==> config.mk <==
export PLATFORM = sky130hd
export DESIGN_NAME = xlat_cache
export DESIGN_NICKNAME = d
export VERILOG_FILES = /design/src/rtl/xlat_pkg.sv /design/src/rtl/xlat_slots.sv /design/src/rtl/xlat_lru.sv /design/src/rtl/xlat_cache.sv
export SDC_FILE = /design/constraint.sdc
export NUM_CORES = 1
export LEC_CHECK = 0
export ABC_AREA = 1
export BUFFER_PORTS_ARGS = -buffer_cell sky130_fd_sc_hd__buf_2
export CAP_MARGIN = 40
export CORE_MARGIN = 2
export CORE_UTILIZATION = 60
export CTS_CLUSTER_SIZE = 30
export DETAILED_ROUTE_END_ITERATION = 12
export HOLD_SLACK_MARGIN = 0.1
export PLACE_DENSITY = 0.77
export SKIP_CTS_REPAIR_TIMING = 1
export SLEW_MARGIN = 20
export SYNTH_ARGS = -nofsm -noshare
export SYNTH_HDL_FRONTEND = slang
export SYNTH_HIERARCHICAL = 1
export SYNTH_SLANG_ARGS = --single-unit
export TNS_END_PERCENT = 30
==> constraint.sdc <==
create_clock -name clk -period 5.6 [get_ports clk]
set_clock_uncertainty 0.05 [all_clocks]
set_input_delay 0.28 -clock clk [delete_from_list [all_inputs] [get_ports clk]]
set_output_delay 0.28 -clock clk [all_outputs]
set_load 0.01 [all_outputs]
==> src/rtl/xlat_pkg.sv <==
package xlat_pkg;
  // Control state of the lookup engine
  typedef enum logic {
    ST_IDLE = 1'b0,
    ST_WAIT = 1'b1
  } xlat_state_e;
endpackage

==> src/rtl/xlat_slots.sv <==
// Translation slot array: parallel tag compare, install port, dirty marking.
module xlat_slots #(
  parameter int SLOTS = 4,
  parameter int VPN_W = 20,
  parameter int PFN_W = 20,
  localparam int IDX_W = (SLOTS > 1) ? $clog2(SLOTS) : 1
) (
  input  logic             clk,
  input  logic             rst,
  input  logic             flush,
  input  logic [VPN_W-1:0] look_vpn,
  output logic             hit,
  output logic [IDX_W-1:0] hit_idx,
  output logic [PFN_W-1:0] hit_pfn,
  output logic             hit_wr,
  output logic             hit_dirty,
  input  logic             ins_en,
  input  logic [IDX_W-1:0] ins_idx,
  input  logic [VPN_W-1:0] ins_vpn,
  input  logic [PFN_W-1:0] ins_pfn,
  input  logic             ins_wr,
  input  logic             ins_dirty,
  input  logic             dirty_en,
  input  logic [IDX_W-1:0] dirty_idx,
  output logic             free_any,
  output logic [IDX_W-1:0] free_idx
);

  logic [SLOTS-1:0] val_q;
  logic [SLOTS-1:0] wr_q;
  logic [SLOTS-1:0] dty_q;
  logic [VPN_W-1:0] vpn_q [SLOTS];
  logic [PFN_W-1:0] pfn_q [SLOTS];
  logic [SLOTS-1:0] match;

  for (genvar g = 0; g < SLOTS; g++) begin : g_slot
    assign match[g] = val_q[g] && (vpn_q[g] == look_vpn);

    always_ff @(posedge clk) begin
      if (rst) begin
        val_q[g] <= 1'b0;
        wr_q[g]  <= 1'b0;
        dty_q[g] <= 1'b0;
        vpn_q[g] <= '0;
        pfn_q[g] <= '0;
      end else if (flush) begin
        val_q[g] <= 1'b0;
      end else if (ins_en && ins_idx == IDX_W'(g)) begin
        val_q[g] <= 1'b1;
        vpn_q[g] <= ins_vpn;
        pfn_q[g] <= ins_pfn;
        wr_q[g]  <= ins_wr;
        dty_q[g] <= ins_dirty;
      end else if (dirty_en && dirty_idx == IDX_W'(g)) begin
        dty_q[g] <= 1'b1;
      end
    end
  end

  // Encode the matching slot (at most one by construction of fills)
  always_comb begin
    hit_idx = '0;
    for (int i = 0; i < SLOTS; i++) begin
      if (match[i]) hit_idx = IDX_W'(i);
    end
  end

  assign hit       = |match;
  assign hit_pfn   = pfn_q[hit_idx];
  assign hit_wr    = wr_q[hit_idx];
  assign hit_dirty = dty_q[hit_idx];

  // Lowest-numbered empty slot
  always_comb begin
    free_idx = '0;
    for (int i = SLOTS - 1; i >= 0; i--) begin
      if (!val_q[i]) free_idx = IDX_W'(i);
    end
  end
  assign free_any = ~&val_q;

  // A page may sit in at most one slot (fills only follow misses)
  assert_single_match_R4: assert property (@(posedge clk) disable iff (rst)
    $onehot0(match));

  // After a flush nothing can match
  assert_flush_empties_R1: assert property (@(posedge clk) disable iff (rst)
    flush |=> !hit);

endmodule

==> src/rtl/xlat_lru.sv <==
// True LRU as an age ordering: age 0 = most recent, SLOTS-1 = victim.
module xlat_lru #(
  parameter int SLOTS = 4,
  localparam int IDX_W = (SLOTS > 1) ? $clog2(SLOTS) : 1
) (
  input  logic             clk,
  input  logic             rst,
  input  logic             touch_en,
  input  logic [IDX_W-1:0] touch_idx,
  output logic [IDX_W-1:0] victim_idx
);

  logic [IDX_W-1:0] age_q [SLOTS];
  logic [IDX_W-1:0] touch_age;

  assign touch_age = age_q[touch_idx];

  for (genvar g = 0; g < SLOTS; g++) begin : g_age
    always_ff @(posedge clk) begin
      if (rst) begin
        age_q[g] <= IDX_W'(g);
      end else if (touch_en) begin
        if (touch_idx == IDX_W'(g))
          age_q[g] <= '0;
        else if (age_q[g] < touch_age)
          age_q[g] <= age_q[g] + 1'b1;
      end
    end
  end

  always_comb begin
    victim_idx = '0;
    for (int i = 0; i < SLOTS; i++) begin
      if (age_q[i] == IDX_W'(SLOTS - 1)) victim_idx = IDX_W'(i);
    end
  end

  // Ages must stay a permutation
  for (genvar a = 0; a < SLOTS; a++) begin : g_chk_a
    for (genvar b = a + 1; b < SLOTS; b++) begin : g_chk_b
      assert_ages_distinct_R6: assert property (@(posedge clk) disable iff (rst)
        age_q[a] != age_q[b]);
    end
  end

  // A touched slot becomes the most recent one
  assert_touch_newest_R6: assert property (@(posedge clk) disable iff (rst)
    touch_en |=> age_q[$past(touch_idx)] == '0);

endmodule

==> src/rtl/xlat_cache.sv <==
// Fully associative translation cache, top level.
module xlat_cache
  import xlat_pkg::*;
#(
  parameter int VA_W      = 32,
  parameter int PA_W      = 32,
  parameter int PAGE_BITS = 12,
  parameter int SLOTS     = 4,
  localparam int VPN_W = VA_W - PAGE_BITS,
  localparam int PFN_W = PA_W - PAGE_BITS,
  localparam int IDX_W = (SLOTS > 1) ? $clog2(SLOTS) : 1
) (
  input  logic             clk,
  input  logic             rst,
  input  logic             flush,
  input  logic             req_valid,
  input  logic [VA_W-1:0]  req_addr,
  input  logic             req_store,
  output logic             rsp_valid,
  output logic [PA_W-1:0]  rsp_paddr,
  output logic             rsp_wprot,
  output logic             rsp_absent,
  output logic             rsp_dirty,
  output logic             busy,
  output logic             walk_req,
  output logic [VPN_W-1:0] walk_vpn,
  input  logic             fill_valid,
  input  logic [PFN_W-1:0] fill_pfn,
  input  logic             fill_present,
  input  logic             fill_writable
);

  xlat_state_e state_q;
  logic [VPN_W-1:0]     pend_vpn_q;
  logic [PAGE_BITS-1:0] pend_off_q;
  logic                 pend_store_q;

  logic [VPN_W-1:0]     req_vpn;
  logic [PAGE_BITS-1:0] req_off;
  assign req_vpn = req_addr[VA_W-1:PAGE_BITS];
  assign req_off = req_addr[PAGE_BITS-1:0];

  logic             s_hit, s_wr, s_dirty, s_free_any;
  logic [IDX_W-1:0] s_hit_idx, s_free_idx, victim_idx;
  logic [PFN_W-1:0] s_pfn;

  logic accept, hit_ok, hit_wp, mark_dirty, miss;
  logic fill_take, install, fill_wp, ins_dirty, touch_en;
  logic [IDX_W-1:0] ins_idx, touch_idx;

  assign accept     = (state_q == ST_IDLE) && req_valid && !flush;
  assign hit_ok     = accept && s_hit;
  assign miss       = accept && !s_hit;
  assign hit_wp     = hit_ok && req_store && !s_wr;
  assign mark_dirty = hit_ok && req_store && s_wr;

  assign fill_take  = (state_q == ST_WAIT) && fill_valid;
  assign install    = fill_take && fill_present && !flush;
  assign fill_wp    = pend_store_q && !fill_writable;
  assign ins_dirty  = pend_store_q && fill_writable;
  assign ins_idx    = s_free_any ? s_free_idx : victim_idx;

  assign touch_en   = install || (hit_ok && !hit_wp);
  assign touch_idx  = install ? ins_idx : s_hit_idx;

  xlat_slots #(.SLOTS(SLOTS), .VPN_W(VPN_W), .PFN_W(PFN_W)) u_slots (
    .clk       (clk),
    .rst       (rst),
    .flush     (flush),
    .look_vpn  (req_vpn),
    .hit       (s_hit),
    .hit_idx   (s_hit_idx),
    .hit_pfn   (s_pfn),
    .hit_wr    (s_wr),
    .hit_dirty (s_dirty),
    .ins_en    (install),
    .ins_idx   (ins_idx),
    .ins_vpn   (pend_vpn_q),
    .ins_pfn   (fill_pfn),
    .ins_wr    (fill_writable),
    .ins_dirty (ins_dirty),
    .dirty_en  (mark_dirty),
    .dirty_idx (s_hit_idx),
    .free_any  (s_free_any),
    .free_idx  (s_free_idx)
  );

  xlat_lru #(.SLOTS(SLOTS)) u_lru (
    .clk        (clk),
    .rst        (rst),
    .touch_en   (touch_en),
    .touch_idx  (touch_idx),
    .victim_idx (victim_idx)
  );

  // Control and pending request
  always_ff @(posedge clk) begin
    if (rst) begin
      state_q      <= ST_IDLE;
      pend_vpn_q   <= '0;
      pend_off_q   <= '0;
      pend_store_q <= 1'b0;
    end else begin
      if (miss) begin
        state_q      <= ST_WAIT;
        pend_vpn_q   <= req_vpn;
        pend_off_q   <= req_off;
        pend_store_q <= req_store;
      end else if (fill_take) begin
        state_q <= ST_IDLE;
      end
    end
  end

  // Registered response and walker outputs
  always_ff @(posedge clk) begin
    if (rst) begin
      rsp_valid  <= 1'b0;
      rsp_paddr  <= '0;
      rsp_wprot  <= 1'b0;
      rsp_absent <= 1'b0;
      rsp_dirty  <= 1'b0;
      walk_req   <= 1'b0;
    end else begin
      rsp_valid  <= hit_ok || fill_take;
      rsp_wprot  <= hit_wp || (fill_take && fill_present && fill_wp);
      rsp_absent <= fill_take && !fill_present;
      walk_req   <= miss;
      if (hit_ok) begin
        rsp_paddr <= {s_pfn, req_off};
        rsp_dirty <= s_dirty || mark_dirty;
      end else if (fill_take) begin
        rsp_paddr <= {fill_pfn, pend_off_q};
        rsp_dirty <= fill_present && ins_dirty;
      end
    end
  end

  assign busy     = (state_q == ST_WAIT);
  assign walk_vpn = pend_vpn_q;

  assert_hit_next_cycle_R3: assert property (@(posedge clk) disable iff (rst)
    ((state_q == ST_IDLE) && req_valid && !flush && s_hit) |=> rsp_valid && !busy && !walk_req);

  assert_offset_kept_R2: assert property (@(posedge clk) disable iff (rst)
    hit_ok |=> rsp_paddr[PAGE_BITS-1:0] == $past(req_addr[PAGE_BITS-1:0]));

  assert_busy_blocks_R5: assert property (@(posedge clk) disable iff (rst)
    (busy && req_valid && !fill_valid) |=> !rsp_valid && !walk_req && busy);

  assert_absent_fault_R8: assert property (@(posedge clk) disable iff (rst)
    (busy && fill_valid && !fill_present) |=> rsp_absent && rsp_valid && !rsp_wprot && !busy);

  assert_wprot_clean_R7: assert property (@(posedge clk) disable iff (rst)
    rsp_wprot |-> rsp_valid && !rsp_dirty);

  assert_flush_drops_R10: assert property (@(posedge clk) disable iff (rst)
    (flush && !busy) |=> !rsp_valid && !walk_req);

endmodule

==> qor.yml <==
status: "completed"
drtAntennaViolNets: 0
core_um2: 21000
hold_violations: 0
syn_area_um2: 12800
rrSetupSlack_ps: 1150
syn-mean-instance-area_um2: 7.82
cts_tree: "done"
fill_cells: 1706
gp_congestion: 0.969
die_w_um: 150
die_h_um: 150
regArea_um2: 6710
path_class: "in -> reg"
first_pass_iters: 5
insertedDiodeCount: 0
drive_above_1_share_pct: 12.7
finalPower_mw: 4.13
htreeDepth: 1
setup-tns-final_ps: 0
clockBufferDepth: 3
synth-edff-count: 168
rr_startpoint: "u_slots/vpn_q[3][16]"
drv_slew: 0
startpoint_type: "input pin"
ys_types: 42
syn_to_final_growth_pct: 16.3
synth-seq-cells: 251
min_path_type: "in -> reg"
drc_errors: 0
worst_slew_pin_slew_ps: 787
final_nets: 1840
synth_cells: 1637
vias_per_cell: 5.37
drt-total-wl_um: 33800
critPathLaunch: "req_addr[13]"
slew_headroom_pct: 47.4
grt_util_all_layers_pct: 29.3
drv_cap: 0
wl_per_cell_um: 16.3
critPathRequiredTime_ps: 5780
arrival_ps: 4700
grt_max_degree: 67
cts_root_buf: "clkbuf_16"
holdWs_ps: 60.0
max_freq_ghz: 0.222
setup_viol: 0
synthFlopType: "edfxtp_1"
drt_iter0_drc: 876
clk_pin_slew_worst_paths_ps: 60
p_per_area_nw_per_um2: 277
dp.cells: 1980
io_pins: 118
initial_core_util_pct: 61.1
grt-ovfl-total: 0
rsz0062_at_grt: "false"
post-route-util_pct: 71.1
worstSkewPairLatency_ps: 530
fin_crit_sh_pct: 80.6
cp-end-kind: "flop"
grt_pass1_wl_um: 51800
hpwlAfterDp_um: 22000
hp-start: "req_addr[23]"
grt_pass1_vias: 10300
yosysWarnings: 6
cts_buffers: 27
vdd_drop_max_v: 0.000282
seq_area_frac_synth_pct: 52.4
antenna_found_initial: 0
period_needed_ps: 4510
p_leak_nw: 6.76
critPathMaxFanout: 26
synth_fp_nets: 1704
synthArstFlopShare_pct: 0
stdcell_count: 2068
multi_input_area_um2: 4530
clkSinkCount: 251
dieArea_um2: 22500
rows: 53
numPortBuffers: 117
vias: 11100
metrics by stage:
stage          setup WS [ps]  area (um^2)
2_1_floorplan            983        12800
3_3_place_gp            1290        13500
3_5_place_dp            1170        13700
4_1_cts                 1220        14500
5_1_grt                  745        14900
6_report                1090        14900
flip-flops by register name, indices dropped and copies added, names as in the netlist:
name,flops
u_slots/wr_q,4
rsp_absent,1
busy,1
walk_req,1
pend_store_q,1
rsp_wprot,1
u_lru/age_q,8
u_slots/val_q,4
walk_vpn,20
u_slots/pfn_q,80
rsp_valid,1
u_slots/dty_q,4
u_slots/vpn_q,80
rsp_paddr,32
rsp_dirty,1
pend_off_q,12
synthesized netlist by cell type, types with 19 or more instances:
library cell | number | area [um^2]
a21oi_1 | 74 | 370
clkbuf_1 | 40 | 150
dfxtp_1 | 83 | 1660
nor2_1 | 232 | 871
clkinv_1 | 19 | 71.3
nand2_1 | 398 | 1490
inv_2 | 20 | 75.1
nand3_1 | 73 | 365
edfxtp_1 | 168 | 5040
inv_1 | 285 | 1070
nand4_1 | 57 | 357
o21ai_0 | 52 | 260
worst max-delay path, cell delays in order:
cell and delay, ps:
dlygate4sd3_1 530, buf_2 170, inv_2 60, nand2_1 60, o21ai_1 70, nor2_1 100
nand2_1 90, nor2_4 490, nand3_4 430, nand2_4 390, buf_4 350, nand2_1 90
nand2_1 150, inv_1 110, nand3_1 90, nand2_1 60, a221oi_1 510, ha_1 350
nand2_1 100, nand2_2 70, nand3b_1 140
path summary, 6_finish.rpt:
kind,endpoint,cells after the start
setup / recovery,u_lru/age_q[1][1],21
hold / removal,walk_vpn[11],3
setup reg to reg,u_lru/age_q[1][1],18
hold reg to reg,pend_off_q[5],2
area by class of cell:
type	instances	area share (%)
Timing Repair Buffer	181	8.41
Sequential cell	251	45.0
Multi-Input combinational cell	987	30.4
Clock inverter	13	0.748
Clock buffer	36	4.90
Tap cell	275	2.31
Inverter	325	8.21
logic make-up (layout without fill, tap and decap cells):
logic type / count (synthesis) / in the layout / synth area share, %
compound gates: 162 / 162 / 6.75
xor+xnor: 19 / 19 / 1.30
fa+ha+maj: 7 / 7 / 0.684
buf+inv: 399 / 555 / 12.4
flops: 251 / 251 / 52.4
mux: 2 / 2 / 0.176
simple gates: 797 / 797 / 26.3
metal layers:
metal  part of all wire, %  wire [um]  vias to the layer above  track usage (%)
met5                     0          0                        -                0
met2                    50      16900                      422             51.1
met4                   3.6       1230                        0             12.3
met1                    40      13700                     5182             37.0
li1                      -          -                     5420                -
met3                   5.9       2000                       84             3.70
power breakdown:
group / internal (mW) / leakage [nW] / switching (mW) / total, mW
combinational: 0.118 / 3.95 / 0.225 / 0.343
sequential: 2.04 / 2.40 / 0.0320 / 2.07
clock: 1.00 / 0.412 / 0.713 / 1.71
cell usage in the layout (no fill, tap or decap), types with 3 or more instances in the layout:
master	netlist	layout
a21oi_1	74	74
a221oi_1	5	5
a22o_1	3	3
buf_16	0	3
buf_2	16	117
buf_4	12	19
clkbuf_1	40	7
clkbuf_16	0	27
clkinv_1	19	24
clkinv_2	0	3
dfxtp_1	83	83
dlygate4sd3_1	0	38
edfxtp_1	168	168
ha_1	7	7
inv_1	285	285
inv_2	20	20
inv_4	1	3
nand2_1	398	397
nand2_2	8	9
nand3_1	73	73
nand3b_1	6	6
nand4_1	57	57
nor2_1	232	232
nor2_2	3	3
nor3_1	5	5
nor4_1	3	3
o211ai_1	3	3
o21ai_0	52	51
o21ai_1	14	14
o22ai_1	7	7
or2_2	3	3
xnor2_1	13	13
xor2_1	6	6
Note: power is estimated with default switching activity, not from simulation.
